`src/rtl/wrap_pkg.sv`:
```
package wrap_pkg;
  typedef enum logic [1:0] {
    WM_FUNC   = 2'b00,
    WM_INTEST = 2'b01,
    WM_EXTEST = 2'b10
  } wrap_mode_e;
endpackage

```
`src/rtl/wrap_mode_dec.sv`:
```
module wrap_mode_dec
  import wrap_pkg::*;
(
  input  logic       clk_i,
  input  logic       rst_ni,
  input  logic       update_i,
  input  logic [1:0] mode_i,
  output wrap_mode_e mode_o
);
  wrap_mode_e mode_d, mode_q;

  always_comb begin
    unique case (mode_i)
      2'b01:   mode_d = WM_INTEST;
      2'b10:   mode_d = WM_EXTEST;
      default: mode_d = WM_FUNC;  // 2'b11 folds onto functional
    endcase
  end

  always_ff @(posedge clk_i or negedge rst_ni) begin
    if (!rst_ni)       mode_q <= WM_FUNC;
    else if (update_i) mode_q <= mode_d;
  end

  assign mode_o = mode_q;

  AST_MODE_LOAD: assert property (@(posedge clk_i) disable iff (!rst_ni)
    update_i |=> (mode_q == (($past(mode_i) == 2'b01) ? WM_INTEST :
                             ($past(mode_i) == 2'b10) ? WM_EXTEST : WM_FUNC)));
  AST_MODE_HOLD: assert property (@(posedge clk_i) disable iff (!rst_ni)
    !update_i |=> $stable(mode_q));
endmodule

```
`src/rtl/wrap_bcell.sv`:
```
module wrap_bcell (
  input  logic clk_i,
  input  logic rst_ni,
  input  logic shift_en_i,
  input  logic capt_en_i,
  input  logic si_i,
  input  logic cap_d_i,
  input  logic func_d_i,
  input  logic drive_test_i,
  output logic q_o,
  output logic term_o
);
  logic q_q;
  logic load_d;

  // mux 1: load source; shift has priority over capture
  assign load_d = shift_en_i ? si_i : cap_d_i;

  always_ff @(posedge clk_i or negedge rst_ni) begin
    if (!rst_ni)                      q_q <= 1'b0;
    else if (shift_en_i || capt_en_i) q_q <= load_d;
  end

  // mux 2: terminal source
  assign term_o = drive_test_i ? q_q : func_d_i;
  assign q_o    = q_q;

  AST_CELL_SHIFT: assert property (@(posedge clk_i) disable iff (!rst_ni)
    shift_en_i |=> (q_q == $past(si_i)));
  AST_CELL_SHIFT_WINS: assert property (@(posedge clk_i) disable iff (!rst_ni)
    (shift_en_i && capt_en_i) |=> (q_q == $past(si_i)));
  AST_CELL_CAPTURE: assert property (@(posedge clk_i) disable iff (!rst_ni)
    (capt_en_i && !shift_en_i) |=> (q_q == $past(cap_d_i)));
  AST_CELL_HOLD: assert property (@(posedge clk_i) disable iff (!rst_ni)
    (!shift_en_i && !capt_en_i) |=> $stable(q_q));
endmodule

```
`src/rtl/wrap_bypass.sv`:
```
module wrap_bypass (
  input  logic clk_i,
  input  logic rst_ni,
  input  logic shift_en_i,
  input  logic si_i,
  output logic q_o
);
  logic q_q;

  always_ff @(posedge clk_i or negedge rst_ni) begin
    if (!rst_ni)         q_q <= 1'b0;
    else if (shift_en_i) q_q <= si_i;
  end

  assign q_o = q_q;

  AST_BYP_SHIFT: assert property (@(posedge clk_i) disable iff (!rst_ni)
    shift_en_i |=> (q_q == $past(si_i)));
  AST_BYP_HOLD: assert property (@(posedge clk_i) disable iff (!rst_ni)
    !shift_en_i |=> $stable(q_q));
endmodule

```
`src/rtl/core_wrapper.sv`:
```
module core_wrapper
  import wrap_pkg::*;
#(
  parameter int N_IN  = 4,
  parameter int N_OUT = 4
) (
  input  logic             clk_i,
  input  logic             rst_ni,
  input  logic [1:0]       mode_i,
  input  logic             update_i,
  input  logic             shift_i,
  input  logic             capture_i,
  input  logic             sel_bypass_i,
  input  logic             serial_i,
  output logic             serial_o,
  input  logic [N_IN-1:0]  func_in_i,
  output logic [N_IN-1:0]  core_in_o,
  input  logic [N_OUT-1:0] core_out_i,
  output logic [N_OUT-1:0] func_out_o
);
  localparam int N_TOT = N_IN + N_OUT;

  wrap_mode_e       mode_q;
  logic             drive_in, drive_out;
  logic             chain_shift, chain_capt, byp_shift;
  logic [N_TOT-1:0] chain_q;
  logic [N_TOT-1:0] chain_in;
  logic             byp_q;

  wrap_mode_dec u_mode (
    .clk_i    (clk_i),
    .rst_ni   (rst_ni),
    .update_i (update_i),
    .mode_i   (mode_i),
    .mode_o   (mode_q)
  );

  assign drive_in    = (mode_q == WM_INTEST);
  assign drive_out   = (mode_q == WM_EXTEST);
  assign chain_shift = shift_i   && !sel_bypass_i;
  assign chain_capt  = capture_i && !sel_bypass_i;
  assign byp_shift   = shift_i   &&  sel_bypass_i;
  assign chain_in    = {chain_q[N_TOT-2:0], serial_i};

  for (genvar k = 0; k < N_IN; k++) begin : g_in_cell
    wrap_bcell u_cell (
      .clk_i        (clk_i),
      .rst_ni       (rst_ni),
      .shift_en_i   (chain_shift),
      .capt_en_i    (chain_capt),
      .si_i         (chain_in[k]),
      .cap_d_i      (func_in_i[k]),
      .func_d_i     (func_in_i[k]),
      .drive_test_i (drive_in),
      .q_o          (chain_q[k]),
      .term_o       (core_in_o[k])
    );
  end

  for (genvar j = 0; j < N_OUT; j++) begin : g_out_cell
    wrap_bcell u_cell (
      .clk_i        (clk_i),
      .rst_ni       (rst_ni),
      .shift_en_i   (chain_shift),
      .capt_en_i    (chain_capt),
      .si_i         (chain_in[N_IN+j]),
      .cap_d_i      (core_out_i[j]),
      .func_d_i     (core_out_i[j]),
      .drive_test_i (drive_out),
      .q_o          (chain_q[N_IN+j]),
      .term_o       (func_out_o[j])
    );
  end

  wrap_bypass u_bypass (
    .clk_i      (clk_i),
    .rst_ni     (rst_ni),
    .shift_en_i (byp_shift),
    .si_i       (serial_i),
    .q_o        (byp_q)
  );

  assign serial_o = sel_bypass_i ? byp_q : chain_q[N_TOT-1];

  AST_CHAIN_FROZEN_IN_BYPASS: assert property (@(posedge clk_i) disable iff (!rst_ni)
    sel_bypass_i |=> $stable(chain_q));
  AST_TRANSPARENT: assert property (@(posedge clk_i) disable iff (!rst_ni)
    (mode_q == WM_FUNC) |-> (core_in_o == func_in_i && func_out_o == core_out_i));
  AST_CHAIN_ADVANCE: assert property (@(posedge clk_i) disable iff (!rst_ni)
    chain_shift |=> (chain_q == {$past(chain_q[N_TOT-2:0]), $past(serial_i)}));
endmodule

```
`config.mk`:
```
export PLATFORM = sky130hd
export DESIGN_NAME = core_wrapper
export DESIGN_NICKNAME = d
export VERILOG_FILES = /design/src/rtl/wrap_pkg.sv /design/src/rtl/wrap_mode_dec.sv /design/src/rtl/wrap_bcell.sv /design/src/rtl/wrap_bypass.sv /design/src/rtl/core_wrapper.sv
export SDC_FILE = /design/constraint.sdc
export NUM_CORES = 1
export LEC_CHECK = 0
export BUFFER_PORTS_ARGS = -buffer_cell sky130_fd_sc_hd__buf_2
export CAP_MARGIN = 15
export CORE_MARGIN = 5
export CORE_UTILIZATION = 46
export CTS_BUF_LIST = sky130_fd_sc_hd__clkbuf_4
export DETAILED_ROUTE_END_ITERATION = 8
export MAX_ROUTING_LAYER = met4
export PLACE_DENSITY = 0.82
export SYNTH_ARGS = -nofsm -noshare
export SYNTH_HDL_FRONTEND = slang
export SYNTH_SLANG_ARGS = --single-unit
```
`constraint.sdc`:
```
create_clock -name clk_i -period 1.2 [get_ports clk_i]
set_input_delay 0.24 -clock clk_i [delete_from_list [all_inputs] [get_ports clk_i]]
set_output_delay 0.24 -clock clk_i [all_outputs]
set_load 0.02 [all_outputs]
```
Word level (Yosys, flattened, before mapping)
Index checks and enable logic that the tools add are counted.
Operators by class
  equal/unequal tests: 4
  mux-type cells: 18
  reduce and logical (&&, ||, !) cells: 5
Operators by type and width (number)
  1-bit 2-to-1 mux: 17
  2-bit by 1-bit equality test with 1-bit output, second input constant: 2
  2-bit equality test, second input constant: 2
  2-bit one-hot mux with 2 select lines: 1
  1-bit logical AND: 3
  1-bit zero test: 1
  1-bit logical OR: 1
Word-level totals
  bits in registers: 11
  output and inout bits: 9
  logic and storage cells: 37

Longest topological paths before layout
Gate-level depths: netlist of the first run.
  depth in word-level cells: 3
  depth in mapped cells: 4

Hierarchy
From an unflattened synthesis of the first run, not the netlist that was laid out.
Unflattened totals
  cell total of the unflattened synthesis: 56
  area, all modules: 645.6 sq um
By module, submodules not included
  wrap_bcell: times used 8, cells an instance 5, area an instance 58.8 sq um
  wrap_mode_dec: times used 1, cells an instance 8, area an instance 82.6 sq um
  core_wrapper: times used 1, cells an instance 6, area an instance 52.6 sq um
  wrap_bypass: times used 1, cells an instance 2, area an instance 40.0 sq um

Worst setup path before layout of the first run
OpenSTA, ideal clock, no wires.
  kind: register to output
  from: reg u_mode.mode_q[0] (netlist: u_mode.mode_o[0])
  to: out func_out_o[0]
  data arrival time: 1.052 ns
  required time: 0.960 ns
  setup slack: -0.092 ns
  stages on the path, launching flop included: 4
  buffers on the path: 1
  path through: dfrtp_1 nor2b_2 mux2_2 buf_4
Between the ends
  longest elaborated chain between the ends: 2
Ends and longest elaborated chain
  start, declared: line wrap_mode_dec.sv:10  | wrap_mode_e mode_d, mode_q;
  start signal, assigned: line wrap_mode_dec.sv:22  | else if (update_i) mode_q <= mode_d;
  2-bit equality test: line core_wrapper.sv:39  | assign drive_out = (mode_q == WM_EXTEST);
  1-bit 2-to-1 mux: line wrap_bcell.sv:25  | assign term_o = drive_test_i ? q_q : func_d_i;
  end, declared: line core_wrapper.sv:19  | output logic [N_OUT-1:0] func_out_o
Every way passes these cells.

Worst setup path in the final report of the first run
  from: reg u_mode.mode_q[0] (netlist: u_mode.mode_o[0])
  to: out func_out_o[3]
Same word-level chain as after synthesis.

==> summary.md, run 1 <==
The run finished, with violations left. The checks that failed: setup timing. The tools report the first-iteration detailed-routing DRC count as 9. The internal portion of the total power is 774 uW. Synthesis inferred 11 register bits. STA classifies the critical path startpoint as a flip-flop. The total design power is 1.12 mW.

The number of global-route vias before repair was 599. The final number of hold-violating endpoints came out at 0. The power density of the placed cells was 1160 nW/um^2. No sink is reached through more buffers than the 2 on the longest clock path. The wire length of the first global-routing pass is 2640 um. The synthesized netlist devotes 12.4% of its cell area to compound gates. The multi-input combinational cell area was 407 sq um; the clock transition at the registers of the reported paths was 0.07 ns. The average instance in the mapped netlist occupies 10.1 sq um. The post-detailed-placement cell area is 838 sq um, and the power share of the clock group is 25.4%. The level count of the clock H-tree was 1; the number of antenna violations at the first check in global routing was 0. In this run, distinct cell masters in the synthesized netlist total 16. For this run, asynchronously set or reset flops after synthesis account for 100%.

The final count of pins violating max slew was 0; the clock network latency to the later pin of the worst-skew pair was 0.27 ns. The top-level I/O count was 26. The worst-case setup margin in the final layout was -0.412 ns; the share of the synthesized area in the top cell type was 35.9%.

The commonest cells after synthesis are dfrtp_1, inv_1, mux2_2. The switching power of the nets was 349 uW. The post-synthesis share of cell area spent on and, or, nand and nor gates was 21.4%; the count of vias placed by the detailed router was 608. Setup slack on the worst reg-to-reg path comes out at 0.39 ns. The synthesized netlist devotes 0% of its cell area to XOR and XNOR gates. The number of inserted filler cells in the final layout is 136, and the total CTS buffers is 3. Worst-margin pin slew: 0.351 ns. At the end of the flow, the number of nets in the layout was 113.

The die covers 2580 sq um. Setup repair after global routing could not meet its margin everywhere. The logs give 1540 sq um for the core footprint and 76 for the synthesized netlist cell count. The class of the tightest hold or removal check is input port to flip-flop. The number of nets in the synthesized netlist is 93.

In this run the horizontal extent of the chip is 50.8 um. Port buffering added 25 buffers. The sequential cells in the finished layout cover a total of 277 sq um.

In the final routed layout, each cell accounts on average for 15.1 um. The pre-antenna-repair detailed-routing pass consisted of 4 iterations. Entering global routing, the biggest net connects 21 pins. The number of clock sinks seen by CTS was 11. Capturing element type of the critical path: an output port. The post-detailed-placement half-perimeter wirelength was 1160 um; the leakage power was 0.453 nW. The predominant post-synthesis flop cell is dfrtp_1. Registers are responsible for 41.9% of the overall power.

Category of the most critical setup path: flip-flop to output port. After detailed routing, the number of remaining DRC violations is 0. The logs give 970 sq um for the post-layout instance area and 0 for the remaining number of nets flagged by the antenna check after routing. Clock skew on the completed layout was measured at 0.00152 ns. In this run the worst path has a maximum fanout of 4.

Root cell of the clock tree: clkbuf_4. Across the run, the number of max-cap violations was 0. Arithmetic-cell share of the synthesized area counting full adders, half adders and majority gates: 0%. The worst path arrival time is 1.37 ns. Data on the critical path is required at its endpoint by 0.96 ns.

The most common cell in the synthesized netlist is dfrtp_1. The overall routed net length came out at 1670 um. The summed instance area of the synthesized netlist was 766 sq um; the worst setup slack before clock tree synthesis was -0.171 ns. In this run the core area contains 14 standard-cell rows. The initial core utilization was 49.7%.

Of the total power, the share spent switching nets is 31.0%. Dividing the detail-routed via count by the number of cells gives 5.48. Yosys attributes the largest share of cell area to dfrtp_1, mux2_2, nor4b_1. Global routing consumed, over all layers together, 13.4% of the routing resources. Routability-driven placement finished with a final weighted congestion of 0.736.

Summing the sequential cell areas from Yosys gives 35.9% of the chip area. After synthesis, the share of cell area in mux cells is 13.2%. The ratio of final minimum period to clock period came out at 134%.

In this run the tightest slew margin relative to its limit is 76.6%. The area growth from synthesis to layout is 26.6%. Yosys mapped a number of flops with a built-in enable equal to 0.

After synthesis, the largest family of logic cells by area is simple AND/OR/NAND/NOR gates. The worst voltage drop across the vdd grid was 0.000610 V. The die outline height was 50.8 um. The repair_antennas step left the layout with diodes totalling 0. TritonCTS built the clock tree. Of the cells placed in the final design, the portion with a size suffix greater than 1 is 47.4%. Yosys printed 0 warnings. In this run, the combinational gates consume 32.6% of the power.

Setup violations remaining at the end of the flow were counted as 8. The clock period minus worst slack came out at 1.61 ns. The library cell with the largest summed area after synthesis is dfrtp_1.

The total overflow left after global routing is 0. Timing would allow up to 620 MHz.
## through the flow
step           utilization, %  setup TNS [ns]  hold WS, ns  cells
2_1_floorplan               -          -0.558      -0.0556     76
3_3_place_gp             54.4          -0.977        0.120    105
3_5_place_dp             54.4           -1.10        0.128    105
4_1_cts                  61.8           -3.12        0.160    111
5_1_grt                  62.9           -3.36        0.171    111
6_report                 62.9           -3.05        0.163    111
## path summary, 6_finish.rpt
kind                                          from                       to  cells after the start
min                                      mode_i[1]         u_mode.mode_o[0]                      2
max in group asynchronous                   rst_ni         u_mode.mode_o[0]                      2
min in group asynchronous                   rst_ni             u_bypass.q_o                      2
min reg2reg                           u_bypass.q_o             u_bypass.q_o                      1
max                               u_mode.mode_o[0]            func_out_o[3]                      3
max reg2reg                g_in_cell[0].u_cell.q_o  g_in_cell[1].u_cell.q_o                      2
## state kept, by name, indices dropped and copies added (netlist names)
| signal | count |
|---|---|
| g_out_cell.u_cell.q_o | 4 |
| g_in_cell.u_cell.q_o | 4 |
| u_bypass.q_o | 1 |
| u_mode.mode_o | 2 |
## layout make-up
class | instances | share of cell area (%)
tap | 16 | 2.06
sequential | 11 | 28.5
timing repair buffer | 27 | 20.5
clock buffer | 4 | 3.10
inverter | 10 | 3.87
multi-input combinational | 43 | 41.9
## cells in the final DEF (no fill, tap or decap), types with 3 or more instances in the layout
cell      Yosys  routed
buf_6         2       9
inv_1        10       9
nand2_1       3       3
clkbuf_4      0       4
a211oi_1      8       8
nor3b_1       8       8
mux2_4        0       8
nor4b_1       8       8
buf_2         2      16
dfrtp_1      11      10
## logic make-up after synthesis
| kind of cell | after synthesis |
|---|---|
| mux | 9 |
| compound gates | 12 |
| buf+inv | 22 |
| simple gates | 22 |
| flops | 11 |
## worst max-delay path, cell delays in order (launching register included)
cell     delay, ns
dfrtp_2       0.45
nor2b_4       0.20
mux2_4        0.32
buf_6         0.13
## power groups by stage
stage	sequential (mW)	combinational, mW	clock (mW)
floorplan	0.462	0.257	0
global placement	0.470	0.285	0
detailed placement	0.474	0.294	0
CTS	0.470	0.354	0.291
global route	0.481	0.396	0.302
finish	0.471	0.366	0.286
## routing by layer
metal | wire length, um | share of wire, % | vias up | global-route usage (%)
met2 | 803 | 48 | 22 | 21.1
met4 | 16 | 0.96 | 0 | 3.83
met3 | 118 | 7.1 | 3 | 3.25
met5 | 0 | 0 | - | -
met1 | 733 | 44 | 284 | 17.0
li1 | - | - | 299 | -
## repair_timing
action | CTS | global route
endpoints found under the hold margin | 11 | 0
setup buffers | 1 | 0
gates resized for setup | 21 | 6
hold buffers | 1 | 0
endpoints found under the setup margin | 9 | 9
No activity file was read; power rests on OpenSTA's default activity.
==> inputs of run 2 (changes only) <==
Settings changed: ABC_CLOCK_PERIOD_IN_PS set to 1200, SETUP_SLACK_MARGIN set to 0.3.
==> run 2 against run 1 <==
  * Critical path type unchanged
  * Design area is 4.0% higher
  * Global-route usage is 0.24 points lower
  * Largest cell class unchanged
  * Setup slack worse by 0.0020 ns
  * Power is 0.43% lower
  * Non-clock buffer count is 1 higher
  * The flow still finishes with violations (setup timing)
  * Highest routed layer is now met3
  * Critical endpoint unchanged
  * Combinational power is 3% higher
==> summary.md, run 2 (synthesis gave the netlist of run 1 again) <==
The run finished, with violations left. The checks that failed: setup timing. The critical path goes through nor2b_4, mux2_4, buf_6. For met3 alone, demand over resource in global routing was 2.66%.

For the worst flop-to-flop path, the logic depth is 2. The worst setup path is of the flip-flop to output port kind. The number of iterations in the first detailed-routing pass was 4. Timing analysis after detailed placement gives a worst setup slack of -0.141 ns. Setup violations remaining at the end of the flow were counted as 8. On the final layout, the worst clock skew is 0.00304 ns.

The number of cells in the design after placement was 106. The maximum buffer depth of the clock tree came out at 2. Global routing consumed, on the met2 layer, 22.9% of the routing resources. For this run, the number of standard cells in the final layout without fillers is 112.

At the end of routability-driven placement, the weighted congestion stood at 0.753. The run gives 0 as the number of antenna violations at the first check in global routing. The root cell of the clock tree was clkbuf_4. The number of buffers added on ports is 25. From left edge to right edge, the die measures 50.8 um. On the worst path, the slowest cell contributes a delay of 0.45 ns.

The final count of pins violating max slew was 0. The number of max-cap violations was 0. The fraction of final layout cells sized beyond drive strength 1 was 51.0%; the count of vias placed by the detailed router was 617. The path class of the tightest hold or removal check is input port to flip-flop. Clock-pin slew was measured on the worst setup and hold paths at 0.07 ns. The run gives 1 as the level count of the clock H-tree. The tree built by TritonCTS fans out to 11 sinks.

The maximum frequency from static timing analysis came out at 619 MHz. The tools report the final number of hold-violating endpoints as 0. For this run the aggregate overflow at the end of global routing stands at 0. Total CTS buffers: 3. Among all stages on the critical path, the largest delay is contributed by dfrtp_2.

Capturing element type of the critical path: an output port. The worst voltage drop across the vdd grid is 0.000702 V, and the total number of nets in the final design is 114. The initial utilization of the core area, before any placement, comes to 49.7%. The leakage power was 0.467 nW. The number of core rows was 14. For the worst setup path, the data arrival time is 1.37 ns. With fillers left out, the area of the finished cells amounts to 1010 sq um. Top fanout value on the critical path: 4.

The run gives 15.2% as the met1 global-route usage. The run gives 13.2% as the overall global routing resource usage. The number of global-route vias before repair came out at 635. The cell family contributing the most delay on the critical path was flip-flops. The core footprint is 1540 sq um.

The remaining number of nets flagged by the antenna check after routing was 0. The floorplan die area came out at 2580 sq um. Setup repair after global routing could not meet its margin everywhere. The first global-routing pass estimated 2680 um of wire. The top cell types in the final layout, fill and taps aside, are buf_2, dfrtp_1, inv_1, buf_6. For the overall routed net length, the log shows 1570 um. The buffers plus inverters on the worst setup path works out to 1. The number of antenna repair diodes is 0, and the signed area change from the synthesized netlist to the final layout is 31.7%. Entering global routing, the biggest net connects 19 pins.

The tools report the post-detailed-placement half-perimeter wirelength as 1140 um. For this run, design rule violations remaining after detail routing come to 0. In this run the vertical extent of the chip is 50.8 um. The worst setup path is launched from a flip-flop. Counting I/O delays and the setup requirement, the final critical path takes 1.61 ns. The tools report the relative max-transition margin as 77.9%. At the worst endpoint, the required time is 0.96 ns. For the worst hold slack after final layout, the log shows 0.177 ns. For the worst-case setup margin in the final layout, the log shows -0.414 ns.

The ratio of final minimum period to clock period is 135%, and the first-iteration detailed-routing DRC count is 7. Counting buffers and inverters, the worst setup path is 3 cells deep. The tools report the post-detailed-placement cell area as 875 sq um. In the final routed layout, each cell accounts on average for 14.0 um.

The power density of the placed cells was 1110 nW/um^2. The worst hold path passes through 2 cells. The run gives 26 as the top-level I/O count. TritonCTS built the clock tree.

The number of vias per cell after detailed routing is 5.51. After global routing, the most crowded layer is met2. The clock network latency to the later pin of the worst-skew pair was 0.26 ns; the worst-margin pin slew was 0.331 ns. The library cell used most frequently in the layout, excluding fill and tap cells, is buf_2.
-- run 2: cell count changes in the layout (fill, tap and decap cells not counted) --
cell | previous run | this run
nor4b_1 | 8 | 5
buf_12 | 0 | 1
nor4b_2 | 0 | 3
-- run 2: layout make-up --
type,count,area (sq um)
Clock buffer,4,30.0
Fill cell,126,533
Inverter,10,37.5
Multi-Input combinational cell,43,425
Sequential cell,11,277
Tap cell,16,20.0
Timing Repair Buffer,28,219
-- run 2: final timing paths --
check,startpoint,to,slack (ns)
setup / recovery,u_mode.mode_o[0],func_out_o[3],-0.41
hold / removal,mode_i[1],u_mode.mode_o[0],0.18
setup reg to reg,g_in_cell[3].u_cell.q_o,g_out_cell[0].u_cell.q_o,0.39
hold reg to reg,u_bypass.q_o,u_bypass.q_o,0.51
max in group asynchronous,rst_ni,u_mode.mode_o[0],0.61
min in group asynchronous,rst_ni,g_in_cell[1].u_cell.q_o,0.36
-- run 2: power breakdown --
part | switching (mW) | total [mW] | internal, mW | leakage (nW)
clock network | 0.123 | 0.274 | 0.151 | 0.0184
logic | 0.171 | 0.377 | 0.206 | 0.328
registers | 0.0421 | 0.468 | 0.426 | 0.121
total | 0.336 | 1.12 | 0.782 | 0.467
-- run 2: timing repair --
| action | CTS | global route |
|---|---|---|
| hold buffers | 1 | 0 |
| hold endpoints to repair | 11 | 0 |
| setup endpoints to repair | 9 | 10 |
| gates resized for setup | 22 | 4 |
| buffers inserted | 1 | 0 |
-- run 2: layer usage --
metal	vias up	share of wire, %	routed length, um
li1	308	-	-
met1	293	42	652
met2	16	53	826
met3	0	5.9	92
met4	0	0	0
met5	-	0	0
-- run 2: per-stage QoR --
step | power (mW) | util (%) | setup TNS [ns]
2_1_floorplan | 0.726 | - | -0.558
3_3_place_gp | 0.772 | 56.7 | -0.994
3_5_place_dp | 0.779 | 56.7 | -1.06
4_1_cts | 1.13 | 64.4 | -3.06
5_1_grt | 1.19 | 65.4 | -3.20
6_report | 1.12 | 65.4 | -2.93
-- run 2: worst register-to-register path, stage by stage (launching register included) --
cell and delay [ns]:
dfrtp_1 0.40, nor3b_1 0.22, a211oi_1 0.07
==> inputs of run 3 (changes only) <==
Settings changed: CORE_MARGIN 5 to 10, PLACE_DENSITY 0.82 to 0.77.
==> run 3 against run 2 <==
  * The run still ends with setup timing left
  * Die area grew 43%
  * Count of clock-buffer cells in the layout is the same
  * Sequential power grew 1%
  * Setup slack lost 0.023 ns
  * Cell count grew 0.89%
  * Sequential share of layout area grew 0.17 points
  * Power grew 1.6%
  * Non-clock buffer count grew 1
==> summary.md, run 3 (synthesis gave the netlist of run 1 again) <==
The run finished, with violations left. The checks that failed: setup timing. The post-layout instance area came out at 1000 sq um.

The setup-violating endpoint count in the final report is 8. CTS saw 11 sinks. Data on the critical path is required at its endpoint by 0.96 ns. For the first-iteration detailed-routing DRC count, the log shows 12. The first TritonRoute pass finished after 4 iterations. The number of antenna violations at the first check in global routing came out at 0. The worst setup path is launched from a flip-flop.

The worst voltage drop across the vdd grid was 0.000592 V; the signed area change from the synthesized netlist to the final layout was 30.9%. The run gives 870 sq um as the post-detailed-placement cell area. Walking the worst path, the cells encountered are nor2b_4, mux2_4, buf_6.

The region available for standard cell placement spans 1540 sq um. In the final design database the tool counted 115 nets. Once layout is complete, the utilization of the core stands at 65.0%. The final global-route overflow total is 0. The worst setup path is of the flip-flop to output port kind. The logs give 49.7% for the initial core utilization and 123 for the number of inserted filler cells in the final layout.

At the end of routability-driven placement, the weighted congestion stood at 0.738. TritonCTS built the clock tree. The clock period minus worst slack was 1.64 ns. The die covers 3700 sq um.

The initialized floorplan defines 14 standard-cell rows. During I/O placement, the number of pins put on the boundary was 26. In the layout the commonest cells are buf_2, dfrtp_1, inv_1, buf_6. The overall routed net length was 1860 um; the number of antenna repair diodes was 0. Global routing consumed, over all layers together, 11.2% of the routing resources. In this run the register-to-register setup slack is 0.32 ns. Dividing the detail-routed via count by the number of cells gives 5.47. After routing, the total negative slack on setup checks comes to -3.10 ns. For this design, the slowest cell found on the critical path is dfrtp_2. In this run the most critical hold path is launched from mode_i[1]. The run gives 0 as the final count of pins violating max slew. The most critical setup path has its startpoint at u_mode.mode_o[0].

The run gives -0.437 ns as the worst-case setup margin in the final layout. Setup repair after global routing could not meet its margin everywhere. The tools report the detailed-route DRC error count as 0. Counting along the longest clock path gives a buffer depth of 2. The number of buffers added on ports came out at 25.

The die outline height is 60.8 um, and the post-detailed-placement half-perimeter wirelength is 1380 um. At the pin with the least slew margin, the transition time is 0.325 ns. The worst hold slack after final layout was 0.158 ns. Between clock sinks in the finished design, the worst skew comes to 0.00307 ns. The worst path uses 136% of the clock period. Counting the buffers created by CTS gives 3. The fraction of final layout cells sized beyond drive strength 1 was 51.5%.

Max-cap violations in this run came to 0. For the number of global-route vias before repair, the log shows 668. The clock transition at the registers of the reported paths was 0.08 ns. The path class of the tightest hold or removal check is input port to flip-flop. Die width: 60.8 um. The maximum frequency from static timing analysis came out at 611 MHz. The tools report the worst reg2reg path startpoint as u_mode.mode_o[1]. On the worst path, the slowest cell contributes a delay of 0.45 ns.

For the worst setup path, the data arrival time is 1.40 ns. Remaining number of nets flagged by the antenna check after routing: 0. Entering global routing, the biggest net connects 19 pins. The leakage power was 0.467 nW. The final routed wire length divided by cell count was 16.5 um; the relative max-transition margin was 78.3%.

The first global-routing pass estimated 3110 um of wire. Root cell of the clock tree: clkbuf_4. The final number of hold-violating endpoints was 0. The count of vias placed by the detailed router is 618. The level count of the clock H-tree was 1. Commonest non-fill, non-tap cell in the layout: buf_2. STA classifies the critical path endpoint as an output port. Of all nets on the critical path, the largest fanout is 4.

Power spread over the standard cell area amounts to 1130 nW/um^2. The run gives 0.27 ns as the clock network latency to the later pin of the worst-skew pair.
-- run 3: cell types whose count changed in the layout (fill, tap and decap cells not counted), sizes merged --
cell	before	now
buf	27	28
-- run 3: final cells by class --
class	instances	area, sq um	area share (%)
Tap cell	16	20.0	2.00
Sequential cell	11	277	27.6
Clock buffer	4	30.0	3.00
Inverter	10	37.5	3.75
Timing Repair Buffer	29	214	21.3
Multi-Input combinational cell	43	424	42.3
-- run 3: per-layer routing --
layer | GRT usage (%) | wire, um | vias to the layer above
li1 | - | - | 306
met1 | 12.9 | 814 | 294
met2 | 17.8 | 929 | 16
met3 | 2.51 | 101 | 2
met4 | 5.64 | 14 | 0
met5 | - | 0 | -
-- run 3: path summary, 6_finish.rpt --
check	cells past startpoint	end
hold reg to reg	1	u_bypass.q_o
setup / recovery	3	func_out_o[1]
max in group asynchronous	2	u_mode.mode_o[0]
hold / removal	2	u_mode.mode_o[0]
min in group asynchronous	2	g_out_cell[2].u_cell.q_o
setup reg to reg	4	u_mode.mode_o[1]
-- run 3: metrics by stage --
stage / setup WS, ns / power [mW] / std cells
finish: -0.437 / 1.14 / 113
global route: -0.474 / 1.20 / 113
CTS: -0.452 / 1.13 / 112
detailed placement: -0.173 / 0.786 / 107
global placement: -0.137 / 0.774 / 107
floorplan: -0.0771 / 0.726 / 76
-- run 3: repair_timing --
action,CTS,global route
setup buffers,0,1
resized for setup,22,5
setup endpoints to repair,9,10
endpoints found under the hold margin,11,0
hold buffers,1,0
-- run 3: critical path, delay by kind of cell, from the launching register on --
family / cells / cell delay (ns)
flip-flops: 1 / 0.45
multiplexers: 1 / 0.33
AND/OR/NAND/NOR: 1 / 0.22
buffers and inverters: 1 / 0.13
-- run 3: power by group --
group          switching (mW)  internal, mW  total [mW]
logic                   0.174         0.205       0.379
clock network           0.133         0.151       0.285
registers              0.0471         0.425       0.473
total                   0.355         0.782        1.14
